## config.mk

```make
export PLATFORM = sky130hd
export DESIGN_NAME = trap_state_unit
export DESIGN_NICKNAME = d
export VERILOG_FILES = /design/src/rtl/tsu_pkg.sv /design/src/rtl/tsu_epc_sel.sv /design/src/rtl/tsu_irq_gate.sv /design/src/rtl/tsu_access.sv /design/src/rtl/trap_state_unit.sv
export SDC_FILE = /design/constraint.sdc
export NUM_CORES = 1
export LEC_CHECK = 0
export BUFFER_PORTS_ARGS = -buffer_cell sky130_fd_sc_hd__buf_2
export CAP_MARGIN = 20
export CORE_MARGIN = 1.5
export CORE_UTILIZATION = 45
export DETAILED_ROUTE_END_ITERATION = 10
export PLACE_DENSITY_LB_ADDON = 0.25
export SLEW_MARGIN = 20
export SYNTH_ARGS = -nofsm -noshare
export SYNTH_HDL_FRONTEND = slang
export SYNTH_SLANG_ARGS = --single-unit
```

## constraint.sdc

```tcl
create_clock -name clk -period 6.2 [get_ports clk]
set_input_delay 0.93 -clock clk [delete_from_list [all_inputs] [get_ports clk]]
set_output_delay 0.93 -clock clk [all_outputs]
set_load 0.05 [all_outputs]
```

## src/rtl/tsu_pkg.sv

```systemverilog
package tsu_pkg;
    localparam int REGNUM_W   = 5;
    localparam int CODE_W     = 4;
    localparam int CODE_LSB   = 2;
    localparam int IRQ_LSB    = 8;
    localparam int IE_BIT     = 0;
    localparam logic [REGNUM_W-1:0] REG_STATUS = 5'd12;
    localparam logic [REGNUM_W-1:0] REG_CAUSE  = 5'd13;
    localparam logic [REGNUM_W-1:0] REG_EPC    = 5'd14;

    typedef enum logic [CODE_W-1:0] {
        TRAP_IRQ   = 4'd0,
        TRAP_SYS   = 4'd8,
        TRAP_ILLEG = 4'd10,
        TRAP_OVF   = 4'd12
    } trap_code_e;
endpackage

```

## src/rtl/tsu_epc_sel.sv

```systemverilog
module tsu_epc_sel #(
    parameter int XLEN       = 32,
    parameter int INSN_BYTES = 4
) (
    input  logic [tsu_pkg::CODE_W-1:0] code,
    input  logic [XLEN-1:0]            pc_inc,
    output logic [XLEN-1:0]            epc_val
);
    localparam logic [XLEN-1:0] STEP = XLEN'(INSN_BYTES);

    // Interrupts resume at the next instruction; all other traps point
    // back at the instruction that raised them.
    always_comb begin
        if (code == tsu_pkg::TRAP_IRQ) epc_val = pc_inc;
        else                           epc_val = pc_inc - STEP;
    end
endmodule

```

## src/rtl/tsu_irq_gate.sv

```systemverilog
module tsu_irq_gate #(
    parameter int NIRQ = 8
) (
    input  logic [NIRQ-1:0] pend,
    input  logic [NIRQ-1:0] mask,
    input  logic            ie,
    output logic            req
);
    logic [NIRQ-1:0] hit;

    for (genvar i = 0; i < NIRQ; i++) begin : g_line
        assign hit[i] = pend[i] & mask[i];
    end

    assign req = ie & (|hit);
endmodule

```

## src/rtl/tsu_access.sv

```systemverilog
module tsu_access #(
    parameter int XLEN = 32
) (
    input  logic                         kmode,
    input  logic                         rd_en,
    input  logic [tsu_pkg::REGNUM_W-1:0] rd_num,
    input  logic                         wr_en,
    input  logic [tsu_pkg::REGNUM_W-1:0] wr_num,
    input  logic [XLEN-1:0]              status_w,
    input  logic [XLEN-1:0]              cause_w,
    input  logic [XLEN-1:0]              epc_w,
    output logic [XLEN-1:0]              rd_data,
    output logic                         fault,
    output logic                         we_status,
    output logic                         we_cause,
    output logic                         we_epc
);
    import tsu_pkg::*;

    logic wr_ok;
    assign wr_ok = wr_en & kmode;

    always_comb begin
        rd_data = '0;
        if (rd_en && kmode) begin
            unique case (rd_num)
                REG_STATUS: rd_data = status_w;
                REG_CAUSE:  rd_data = cause_w;
                REG_EPC:    rd_data = epc_w;
                default:    rd_data = '0;
            endcase
        end
    end

    assign we_status = wr_ok & (wr_num == REG_STATUS);
    assign we_cause  = wr_ok & (wr_num == REG_CAUSE);
    assign we_epc    = wr_ok & (wr_num == REG_EPC);
    assign fault     = (rd_en | wr_en) & ~kmode;
endmodule

```

## src/rtl/trap_state_unit.sv

```systemverilog
module trap_state_unit #(
    parameter int XLEN       = 32,
    parameter int NIRQ       = 8,
    parameter int INSN_BYTES = 4
) (
    input  logic                         clk,
    input  logic                         rst_n,
    input  logic                         cap_valid,
    input  logic [tsu_pkg::CODE_W-1:0]   cap_code,
    input  logic [XLEN-1:0]              cap_pc,
    input  logic                         eret,
    input  logic [NIRQ-1:0]              irq_lines,
    input  logic                         rd_en,
    input  logic [tsu_pkg::REGNUM_W-1:0] rd_num,
    output logic [XLEN-1:0]              rd_data,
    input  logic                         wr_en,
    input  logic [tsu_pkg::REGNUM_W-1:0] wr_num,
    input  logic [XLEN-1:0]              wr_data,
    output logic                         kernel_mode,
    output logic                         priv_fault,
    output logic                         irq_req,
    output logic [XLEN-1:0]              restart_pc
);
    import tsu_pkg::*;

    localparam logic [XLEN-1:0] STEP = XLEN'(INSN_BYTES);

    typedef struct packed {
        logic [XLEN-1:0]   epc;
        logic [CODE_W-1:0] code;
        logic [NIRQ-1:0]   pend;
        logic [NIRQ-1:0]   mask;
        logic              ie;
        logic              kmode;
    } state_t;

    state_t st_d, st_q;

    logic [XLEN-1:0] epc_val;
    logic [XLEN-1:0] status_w, cause_w;
    logic            we_status, we_cause, we_epc;

    tsu_epc_sel #(.XLEN(XLEN), .INSN_BYTES(INSN_BYTES)) u_epc (
        .code    (cap_code),
        .pc_inc  (cap_pc),
        .epc_val (epc_val)
    );

    tsu_irq_gate #(.NIRQ(NIRQ)) u_irq (
        .pend (st_q.pend),
        .mask (st_q.mask),
        .ie   (st_q.ie),
        .req  (irq_req)
    );

    always_comb begin
        status_w                   = '0;
        status_w[IRQ_LSB +: NIRQ]  = st_q.mask;
        status_w[IE_BIT]           = st_q.ie;
        cause_w                    = '0;
        cause_w[IRQ_LSB +: NIRQ]   = st_q.pend;
        cause_w[CODE_LSB +: CODE_W] = st_q.code;
    end

    tsu_access #(.XLEN(XLEN)) u_acc (
        .kmode     (st_q.kmode),
        .rd_en     (rd_en),
        .rd_num    (rd_num),
        .wr_en     (wr_en),
        .wr_num    (wr_num),
        .status_w  (status_w),
        .cause_w   (cause_w),
        .epc_w     (st_q.epc),
        .rd_data   (rd_data),
        .fault     (priv_fault),
        .we_status (we_status),
        .we_cause  (we_cause),
        .we_epc    (we_epc)
    );

    // Next state: software writes first, capture last so it wins.
    always_comb begin
        st_d      = st_q;
        st_d.pend = irq_lines;
        if (we_status) begin
            st_d.mask = wr_data[IRQ_LSB +: NIRQ];
            st_d.ie   = wr_data[IE_BIT];
        end
        if (we_cause) st_d.code = wr_data[CODE_LSB +: CODE_W];
        if (we_epc)   st_d.epc  = wr_data;
        if (eret)     st_d.kmode = 1'b0;
        if (cap_valid) begin
            st_d.epc   = epc_val;
            st_d.code  = cap_code;
            st_d.kmode = 1'b1;
        end
    end

    always_ff @(posedge clk) begin
        if (!rst_n) begin
            st_q       <= '0;
            st_q.kmode <= 1'b1;
        end else begin
            st_q <= st_d;
        end
    end

    assign kernel_mode = st_q.kmode;
    assign restart_pc  = st_q.epc;


    capture_kernel_chk: assert property (@(posedge clk) disable iff (!rst_n)
        cap_valid |=> kernel_mode);

    epc_fault_chk: assert property (@(posedge clk) disable iff (!rst_n)
        (cap_valid && cap_code != TRAP_IRQ) |=> restart_pc == $past(cap_pc) - STEP);

    epc_irq_chk: assert property (@(posedge clk) disable iff (!rst_n)
        (cap_valid && cap_code == TRAP_IRQ) |=> restart_pc == $past(cap_pc));

    eret_user_chk: assert property (@(posedge clk) disable iff (!rst_n)
        (eret && !cap_valid) |=> !kernel_mode);

    user_write_chk: assert property (@(posedge clk) disable iff (!rst_n)
        (wr_en && !kernel_mode && !cap_valid) |=> $stable(restart_pc));

    user_read_chk: assert property (@(posedge clk) disable iff (!rst_n)
        (rd_en && priv_fault) |-> rd_data == '0);

    cap_priority_chk: assert property (@(posedge clk) disable iff (!rst_n)
        (cap_valid && wr_en) |=> cause_w[CODE_LSB +: CODE_W] == $past(cap_code));

    pending_track_chk: assert property (@(posedge clk) disable iff (!rst_n)
        1'b1 |=> cause_w[IRQ_LSB +: NIRQ] == $past(irq_lines));
endmodule

```

==> impl_metrics.toml <==
[outcome]
outcome = "finished, final reports clean"

[finish]
final_cell_area_mm2 = 0.004272
syn_to_final_growth_pct = 20.47
drive_above_1_share_pct = 32.33
nNetsFinal = 655
fill_cells = 761
num_antenna_cells = 0

[clocking]
cts-root-buf = "clkbuf_8"
clk_path_buf_depth = 2
cts_hold_buf = 0
numCtsBuffers = 5
clock_latency_ns = 0.31
cts_num_sinks = 54
htreeDepth = 2
cts_resized = 0
postCtsSetupRepairBufs = 0
cts.clk_slew.worst_paths_ns = 0.10
tritoncts = "yes"

[routing]
ant_nets = 0
wire_per_inst_um = 15.44
dr_total_vias = 3625
drt_iter0_markers = 122
drc = 0
wl_mm = 10.27
viasPerCell = 5.451
first_pass_iters = 4

[sta]
rsz0062_at_grt = "false"
min_period_ns = 3.776
post-route-period-util_pct = 60.90
max_freq_mhz = 264.9
setup_viol = 0
setup_tns_ns = 0
worst_slew_pin_slew_ns = 1.092
hold_viol_final = 0
slew_violations = 0
fin_skew_ns = 0.005344
max_slew_margin_pct = 26.15

[floorplan]
die_h_um = 91.77
ios = 159
core_mm2 = 0.007687
row_count = 32
die-area_mm2 = 0.008422
dieWidth_um = 91.77
initial_core_util_pct = 46.13

[critical_path]
cp.arrival_ns = 2.85
cpPeakStageDelay_ns = 0.74
cp_max_fo = 19
cp_data_required_time_ns = 5.27
crit_top_cell = "buf_2"
cp_cell_sequence = "buf_2 > nor2b_1 > nand4_1 > nor2b_2 > and2_1 > buf_2"
cp_num_buf_inv = 2
start_kind = "input pin"
cp-end-kind = "output port"
critPathKind = "input pin to output port"
critPathSlowestCell = "nor2b_2"
cp_top_family = "simple AND/OR/NAND/NOR gates"

[yosys]
avgSynthCellArea_um2 = 7.828
syn_nets = 546
syn-cell-area_mm2 = 0.003546
synth_cells = 453
synth_cell_types = 48
yosysSeqAreaShare_pct = 30.49
synth_edf_count = 0
async_flop_share_pct = 0
ys_ff_latch = 54
synth-main-ff-cell = "dfxtp_1"
ys_warn_count = 0

[place]
dpl_cell_area_mm2 = 0.004153
port_buffers = 158
routabilityCongestion = 0.8742
hpwl_mm = 7.463

[grt]
antenna_found_initial = 0
grt_usage_pct = 23.89
grt-ovfl-total = 0
grt_pass1_wl_mm = 16.20
grt_pass1_vias = 3413
grt_max_degree = 43

[pwr]
p_leak_nw = 1.845
p_seq_share_pct = 46.3
pwr-share-comb_pct = 23.5
power_frac_clock_pct = 30.2
p_int_mw = 0.5555
powerDensity_mw_per_mm2 = 192.9
power.switching_mw = 0.2686
irDropWorstVdd_mv = 0.09688
switching_share_pct = 32.59

[worst_hold_path]
hold_path.class = "flop to flop"

[run]
drv_cap = 0
-- cells in the mapped netlist (2+ instances only) --
master | instances | area [um2]
nand3_1 | 3 | 15.01
nor4_1 | 7 | 43.79
a211oi_1 | 5 | 37.54
or4_4 | 2 | 22.52
buf_1 | 2 | 7.510
a22oi_1 | 8 | 60.06
a31oi_1 | 7 | 43.79
xor2_1 | 9 | 78.83
nand2b_1 | 7 | 43.79
nand4_1 | 5 | 31.28
mux2i_1 | 29 | 290.3
o22ai_1 | 3 | 18.77
buf_4 | 32 | 240.2
xnor2_1 | 10 | 87.58
a21boi_0 | 6 | 45.04
nor2b_1 | 4 | 25.02
or4_1 | 4 | 30.03
a311oi_1 | 9 | 78.83
nand2_1 | 48 | 180.2
o21ai_0 | 8 | 40.04
or3_1 | 11 | 68.82
and3_1 | 6 | 37.54
inv_1 | 9 | 33.78
dfxtp_1 | 54 | 1081
and2_1 | 28 | 175.2
nor4b_1 | 4 | 35.03
nor3_1 | 19 | 95.09
o311ai_0 | 6 | 52.55
o2bb2ai_1 | 2 | 17.52
nor2_1 | 46 | 172.7
a21oi_1 | 17 | 85.08
clkbuf_1 | 25 | 93.84
mux2_2 | 3 | 33.78
-- sequential cells by signal, summed over array words and instances (netlist names) --
name         count
cause_w         12
kernel_mode      1
restart_pc      32
st_q             9
-- kinds of logic after synthesis --
family                     count (synthesis)  share of synthesized area [%]
adders and majority gates                  1                         0.3528
and+or+nand+nor                          201                          29.46
DFF                                       54                          30.49
AOI/OAI and AO/OA                         77                          14.96
muxes                                     32                          9.139
xor gates and xnor gates                  19                          4.693
buffers and inverters                     69                          10.90
-- tightest hold or removal path, delay by kind of cell, from the launching register on --
family | cells | cell delay [ns]
flip-flops | 1 | 0.34
AO/OA/AOI/OAI | 1 | 0.07
AND/OR/NAND/NOR | 1 | 0.06
-- path summary, 6_finish.rpt --
path	start	to	slack (ns)	depth (start not counted)
worst max-delay path	rd_en	rd_data[7]	2.42	6
worst min register to register	restart_pc[1]	restart_pc[1]	0.51	2
worst min-delay path	restart_pc[1]	restart_pc[1]	0.51	2
worst max register to register	kernel_mode	cause_w[3]	4.19	4
-- placed cells by master (no fill, tap or decap), types with 4 or more instances in the layout --
cell / n
a311oi_1: 9
or3_1: 11
nor4b_1: 4
o311ai_0: 6
dfxtp_1: 54
nand2b_1: 7
nand4_1: 5
a21oi_1: 17
inv_1: 9
nor2_1: 46
and2_1: 28
xnor2_1: 10
nor3_1: 18
buf_2: 158
buf_4: 4
nand2_1: 48
xor2_1: 9
nor4_1: 6
and3_1: 6
a211oi_1: 5
o21ai_0: 8
a22oi_1: 8
or4_1: 4
a31oi_1: 7
a21boi_0: 6
clkbuf_8: 5
mux2i_1: 29
-- per-layer routing --
layer | global-route usage [%] | vias to the layer above | share of wire (%)
met5 | 0 | - | 0
met4 | 6.795 | 0 | 1.4
met3 | 3.731 | 10 | 5.4
met2 | 42.48 | 121 | 49
met1 | 29.74 | 1712 | 44
li1 | - | 1782 | -
-- cell type report --
class | instances | area [um2] | share of cell area, %
Clock buffer | 5 | 68.82 | 1.611
Clock inverter | 3 | 47.55 | 1.113
Inverter | 9 | 33.78 | 0.7909
Multi-Input combinational cell | 330 | 2092 | 48.97
Sequential cell | 54 | 1081 | 25.31
Tap cell | 102 | 127.6 | 2.988
Timing Repair Buffer | 162 | 820.8 | 19.21
-- power by group through the flow --
stage          clock, mW  combinational (mW)  sequential [mW]
3_5_place_dp           0               0.193            0.389
3_3_place_gp           0               0.190            0.389
2_1_floorplan          0               0.145            0.385
5_1_grt            0.270               0.209            0.384
6_report           0.249               0.194            0.381
4_1_cts            0.254               0.193            0.381
-- through the flow --
step                setup WS (ns)  std cells  power [mW]  hold WS, ns  util, %
detailed placement          2.020        657      0.5821       0.4854    54.02
global route                2.158        665      0.8637       0.5228    55.57
floorplan                   2.726        453      0.5304       0.4636        -
global placement            2.125        657      0.5785       0.4751    54.02
finish                      2.424        665      0.8240       0.5056    55.57
CTS                         1.912        665      0.8282       0.5030    55.53
Power figures use the tool's default switching activity.
